`config.mk`:
```
export PLATFORM = sky130hd
export DESIGN_NAME = diag_pipe_mult
export DESIGN_NICKNAME = d
export VERILOG_FILES = /design/src/rtl/diag_pipe_mult.sv
export SDC_FILE = /design/constraint.sdc
export NUM_CORES = 1
export LEC_CHECK = 0
export BUFFER_PORTS_ARGS = -buffer_cell sky130_fd_sc_hd__buf_2
export CELL_PAD_IN_SITES_DETAIL_PLACEMENT = 0
export CELL_PAD_IN_SITES_GLOBAL_PLACEMENT = 2
export CORE_ASPECT_RATIO = 0.5
export CORE_MARGIN = 8
export CORE_UTILIZATION = 44
export DETAILED_ROUTE_END_ITERATION = 10
export PLACE_DENSITY_LB_ADDON = 0.1
export SLEW_MARGIN = 10
export SYNTH_ARGS = -nofsm -noshare
export SYNTH_HDL_FRONTEND = slang
export SYNTH_SLANG_ARGS = --single-unit
export TNS_END_PERCENT = 20
```
`constraint.sdc`:
```
create_clock -name clk -period 2.3 [get_ports clk]
set_clock_uncertainty 0.15 [all_clocks]
set_input_delay 0.345 -clock clk [delete_from_list [all_inputs] [get_ports clk]]
set_output_delay 0.345 -clock clk [all_outputs]
set_load 0.05 [all_outputs]
```
`src/rtl/diag_pipe_mult.sv`:
```
module diag_pipe_mult #(
  parameter int W = 4
) (
  input  logic           clk,
  input  logic           rst_n,
  input  logic           in_valid,
  input  logic [W-1:0]   a,
  input  logic [W-1:0]   b,
  output logic           out_valid,
  output logic [2*W-1:0] prod
);
  localparam int TLAST = 3*W-4;
  localparam int LAT   = 3*W-3;

  function automatic int ts_of(input int k);
    if (k == 0)          return 0;
    else if (k <= W-2)   return 2*k-1;
    else if (k <= 2*W-2) return W-2+k;
    else                 return TLAST;
  endfunction

  for (genvar j = 0; j < W; j++) begin : ga
    localparam int LEN = 2*W+j-3;
    logic d [LEN];
    always_ff @(posedge clk) begin
      d[0] <= a[j];
      for (int t = 1; t < LEN; t++) d[t] <= d[t-1];
    end
  end

  for (genvar i = 0; i < W; i++) begin : gb
    localparam int LEN = (i == 0) ? W-1 : 2*i+W-2;
    logic d [LEN];
    always_ff @(posedge clk) begin
      d[0] <= b[i];
      for (int t = 1; t < LEN; t++) d[t] <= d[t-1];
    end
  end

  for (genvar i = 1; i < W; i++) begin : rw
    if (i >= 2) begin : cd
      logic cp;
      always_ff @(posedge clk) cp <= rw[i-1].cl[W-1].c_q;
    end
    for (genvar j = 0; j < W; j++) begin : cl
      logic x, y, ci, s_q, c_q;
      assign x = ga[j].d[2*i+j-2] & gb[i].d[2*i+j-2];
      if (i == 1) begin : g_y
        if (j < W-1) begin : g_pp
          assign y = ga[j+1].d[j] & gb[0].d[j];
        end else begin : g_z
          assign y = 1'b0;
        end
      end else begin : g_y
        if (j < W-1) begin : g_s
          assign y = rw[i-1].cl[j+1].s_q;
        end else begin : g_c
          assign y = rw[i].cd.cp;
        end
      end
      if (j == 0) begin : g_ci
        assign ci = 1'b0;
      end else begin : g_ci
        assign ci = rw[i].cl[j-1].c_q;
      end
      always_ff @(posedge clk) begin
        s_q <= x ^ y ^ ci;
        c_q <= (x & y) | (ci & (x ^ y));
      end
    end
  end

  logic [2*W-1:0] src;
  for (genvar k = 0; k < 2*W; k++) begin : gs
    if (k == 0) begin : g0
      assign src[k] = ga[0].d[0] & gb[0].d[0];
    end else if (k <= W-2) begin : g1
      assign src[k] = rw[k].cl[0].s_q;
    end else if (k <= 2*W-2) begin : g2
      assign src[k] = rw[W-1].cl[k-W+1].s_q;
    end else begin : g3
      assign src[k] = rw[W-1].cl[W-1].c_q;
    end
  end

  logic [2*W-1:0] al [0:TLAST];
  logic [2*W-1:0] dl [1:TLAST];

  always_comb begin
    al[0] = '0;
    al[0][0] = src[0];
    for (int t = 1; t <= TLAST; t++)
      for (int k = 0; k < 2*W; k++)
        al[t][k] = (ts_of(k) == t) ? src[k] : dl[t][k];
  end

  always_ff @(posedge clk) begin
    for (int t = 1; t <= TLAST; t++) dl[t] <= al[t-1];
    prod <= al[TLAST];
  end

  logic [0:LAT] vp;
  always_ff @(posedge clk or negedge rst_n) begin
    if (!rst_n) vp <= '0;
    else        vp <= {in_valid, vp[0:LAT-1]};
  end
  assign out_valid = vp[LAT];
endmodule


```
==> summary.md <==
| Metric | Value |
|---|---|
| Total power divided by cell area | `1350 nW/um^2` |
| Max capacitance violation total | `0` |
| Crit path DAT | `0.95 ns` |
| Gpl congestion | `0.660` |
| Critical Path Stages | `1` |
| Count of buffers from port buffering | `19` |
| Die span in y | `72.3 um` |
| Setup TNS Final | `0 ns` |
| Maximum number of pins on one net before global-route repair | `17` |
| Setup repair after global routing missed its margin | `no` |
| Leftover overflow at the end of global routing | `0` |
| Residual antenna-violating net count after detailed routing | `0` |
| Top-level I/O count | `20` |
| Die area | `9300 um^2` |
| CTS tree | `yes` |
| Total number of vias | `1175` |
| Final Cycle Share | `0.628` |
| Leak Pwr | `1.67 nW` |
| Die boundary width | `129 um` |
| Max Root-Sink Buffers | `2` |
| Sequential-to-total area share from yosys stat | `0.857` |
| Worst path slowest cell | `sky130_fd_sc_hd__dfrtp_1` |
| Register-to-register path setup slack | `1.11 ns` |
| Critical path destination | `out_valid` |
| Worst min path class | `reg2reg` |
| Global-route wire length before repair | `5030 um` |
| Final setup violation count | `0` |
| Reg-to-reg critical path endpoint | `rw[1].cl[2].s_q$_DFF_P_` |
| Required time of the worst setup path | `1.80 ns` |
| Wire length after detailed routing | `2800 um` |
| Worst-Skew Late Latency | `0.39 ns` |
| HPWL after detailed placement | `1650 um` |
| Global-route usage over all layers | `0.0789` |
| Number of buffers added by the clock tree synthesis step | `17` |
| Achievable clock frequency | `0.692 GHz` |
| Post-layout nets | `246` |
| Slew at the pin closest to its max-slew limit | `0.253 ns` |
| Largest fanout on the critical path | `1` |
| Routed wire per std cell | `8.71 um` |
| Post-synthesis area per instance | `15.9 um^2` |
| Count of state elements after synthesis | `117` |
| ANT cells | `0` |
| Number of remaining DRC errors | `0` |
| Setup fix buffers added after clock tree synthesis | `0` |
| Count of hold-fix buffers inserted at cts | `10` |
| Net switching power figure | `0.964 mW` |
| Startpoint-to-endpoint class of the critical path | `reg2out` |
| Number of global-route vias before repair | `1212` |
| Initial cell density of the core | `0.457` |
| Post-route minimum period | `1.44 ns` |
| Core outline area | `6110 um^2` |
| Antenna violations before repair | `0` |
| Number of rows in the core area | `20` |
| Sequential share of power | `0.466` |
| Reg2reg start | `ga[2].d[2]$_DFF_P_` |
| Buffer type at the clock tree root | `sky130_fd_sc_hd__clkbuf_16` |
| Syn Nets | `198` |
| Layout Area Growth over Synthesis | `30.9%` |
| Type of destination of the critical path | `output pin` |
| Number of violations reported at the end of detailed-routing iteration 0 | `62` |
| Fraction of final layout cells with drive strength greater than 1 | `0.189` |
| Net Sw Frac | `0.196` |
| Max-slew violation total from the final report | `0` |
| Status | `finished clean` |
| Number of cells traversed by the worst register-to-register path | `3` |
| Start point of the critical path | `vp[9]$_DFF_PN0_` |
| Sink Count | `117` |
| Post-CTS clock slew at the launch and capture registers of the worst setup and hold paths | `0.05 ns` |
| TritonRoute pass-1 iters | `3` |
| Drt via density | `3.66` |
| Int Pwr | `3.97 mW` |
| List of cells traversed by the critical path | `buf_2` |
| Quantity of gates resized following cts | `0` |
| Critical path's top delay family | `flip-flops` |
| Yosys Warn Count | `0` |
| Relative slew slack | `0.832` |
| IR drop worst, VDD | `0.667 mV` |
| Count of cell types in the netlist | `7` |
| Final Hold Violating Endpoints | `0` |
| Kind of start point of the critical path | `flip-flop` |
| Post-synthesis instance area | `2790 um^2` |
| Critical Path Max Stage Delay | `0.31 ns` |
| Clk pwr share | `0.488` |
| Combinational cell fraction of total power | `0.046` |
| Level count of the clock H-tree | `4` |
| Total power | `4.93 mW` |
| Number of buffer and inverter stages on the critical path | `1` |
| Post-Syn Instances | `175` |
cell usage in the layout, fill, tap and decap left out, drive strengths merged:
| cell | Yosys | routed |
|---|---|---|
| dlygate4sd3 | 0 | 10 |
| bufinv | 0 | 2 |
| and2 | 6 | 6 |
| nand2 | 10 | 10 |
| ha | 4 | 4 |
| inv | 30 | 30 |
| clkbuf | 0 | 24 |
| buf | 0 | 19 |
| fa | 8 | 8 |
| clkinv | 0 | 3 |
| dfxtp | 107 | 107 |
| dfrtp | 10 | 10 |
worst min-delay path by stage:
stage / from / endpoint / slack [ns] / cells past startpoint
6_report: rw[2].cl[3].c_q$_DFF_P_ / rw[3].cd.cp$_DFF_P_ / 0.17 / 0
4_1_cts: rst_n / vp[2]$_DFF_PN0_ / 0.17 / 2
3_3_place_gp: rst_n / vp[9]$_DFF_PN0_ / 0.05 / 1
5_1_grt: ga[1].d[4]$_DFF_P_ / ga[1].d[5]$_DFF_P_ / 0.17 / 0
3_5_place_dp: rst_n / vp[9]$_DFF_PN0_ / 0.06 / 1
2_1_floorplan: rst_n / vp[0]$_DFF_PN0_ / -0.10 / 0
power groups by stage:
| stage | Sequential (mW) | Combinational, mW | Clock, mW |
|---|---|---|---|
| 5_1_grt | 2.32 | 0.256 | 2.57 |
| 2_1_floorplan | 2.43 | 0.0576 | 0 |
| 4_1_cts | 2.30 | 0.234 | 2.48 |
| 6_report | 2.30 | 0.227 | 2.41 |
| 3_5_place_dp | 2.34 | 0.220 | 0 |
| 3_3_place_gp | 2.33 | 0.219 | 0 |
logic make-up after synthesis:
logic type	Yosys count	synth area share
flip-flops	117	0.857
buffers and inverters	30	0.0404
AND/OR/NAND/NOR	16	0.0269
adder cells (fa/ha/maj)	12	0.0753
cells in the mapped netlist, drive strengths merged:
| cell type | number | share of area |
|---|---|---|
| and2 | 6 | 0.013 |
| ha | 4 | 0.018 |
| dfxtp | 107 | 0.77 |
| inv | 30 | 0.040 |
| fa | 8 | 0.057 |
| dfrtp | 10 | 0.090 |
| nand2 | 10 | 0.013 |
sequential cells by signal (all words and copies together), names as in the netlist:
signal,cells
rw.cl.s_q,12
vp,10
ga.d,26
rw.cl.c_q,12
gb.d,21
prod,8
rw.cd.cp,2
dl,26
metrics by stage:
stage | cell area [um^2] | setup WS, ns | hold slack (ns) | instances | util
after floorplan | 2790 | 1.16 | -0.101 | 175 | -
after global placement | 3000 | 1.12 | 0.0492 | 282 | 0.491
after detailed placement | 3000 | 1.10 | 0.0557 | 282 | 0.491
after CTS | 3650 | 0.824 | 0.168 | 321 | 0.598
after global routing | 3650 | 0.802 | 0.175 | 321 | 0.598
final | 3650 | 0.855 | 0.171 | 321 | 0.598
worst register-to-register path, cell delays in order, from the launching register on:
cell and delay [ns]:
sky130_fd_sc_hd__dfxtp_1 0.33, sky130_fd_sc_hd__nand2_1 0.08, sky130_fd_sc_hd__fa_1 0.50, sky130_fd_sc_hd__inv_1 0.03
area by class of cell:
| cell class | instances | area [um^2] |
|---|---|---|
| Inverter | 30 | 113 |
| Tap cell | 88 | 110 |
| Clock buffer | 24 | 482 |
| Multi-Input combinational cell | 28 | 285 |
| Timing Repair Buffer | 29 | 195 |
| Clock inverter | 5 | 75.1 |
| Fill cell | 483 | 2450 |
| Sequential cell | 117 | 2390 |
metal layers:
metal	up-vias	track usage	routed length [um]
li1	606	-	-
met1	531	0.0721	1290
met2	29	0.104	1180
met3	9	0.0621	257
met4	0	0.0890	78
met5	-	0	0
Power figures use the tool's default switching activity.
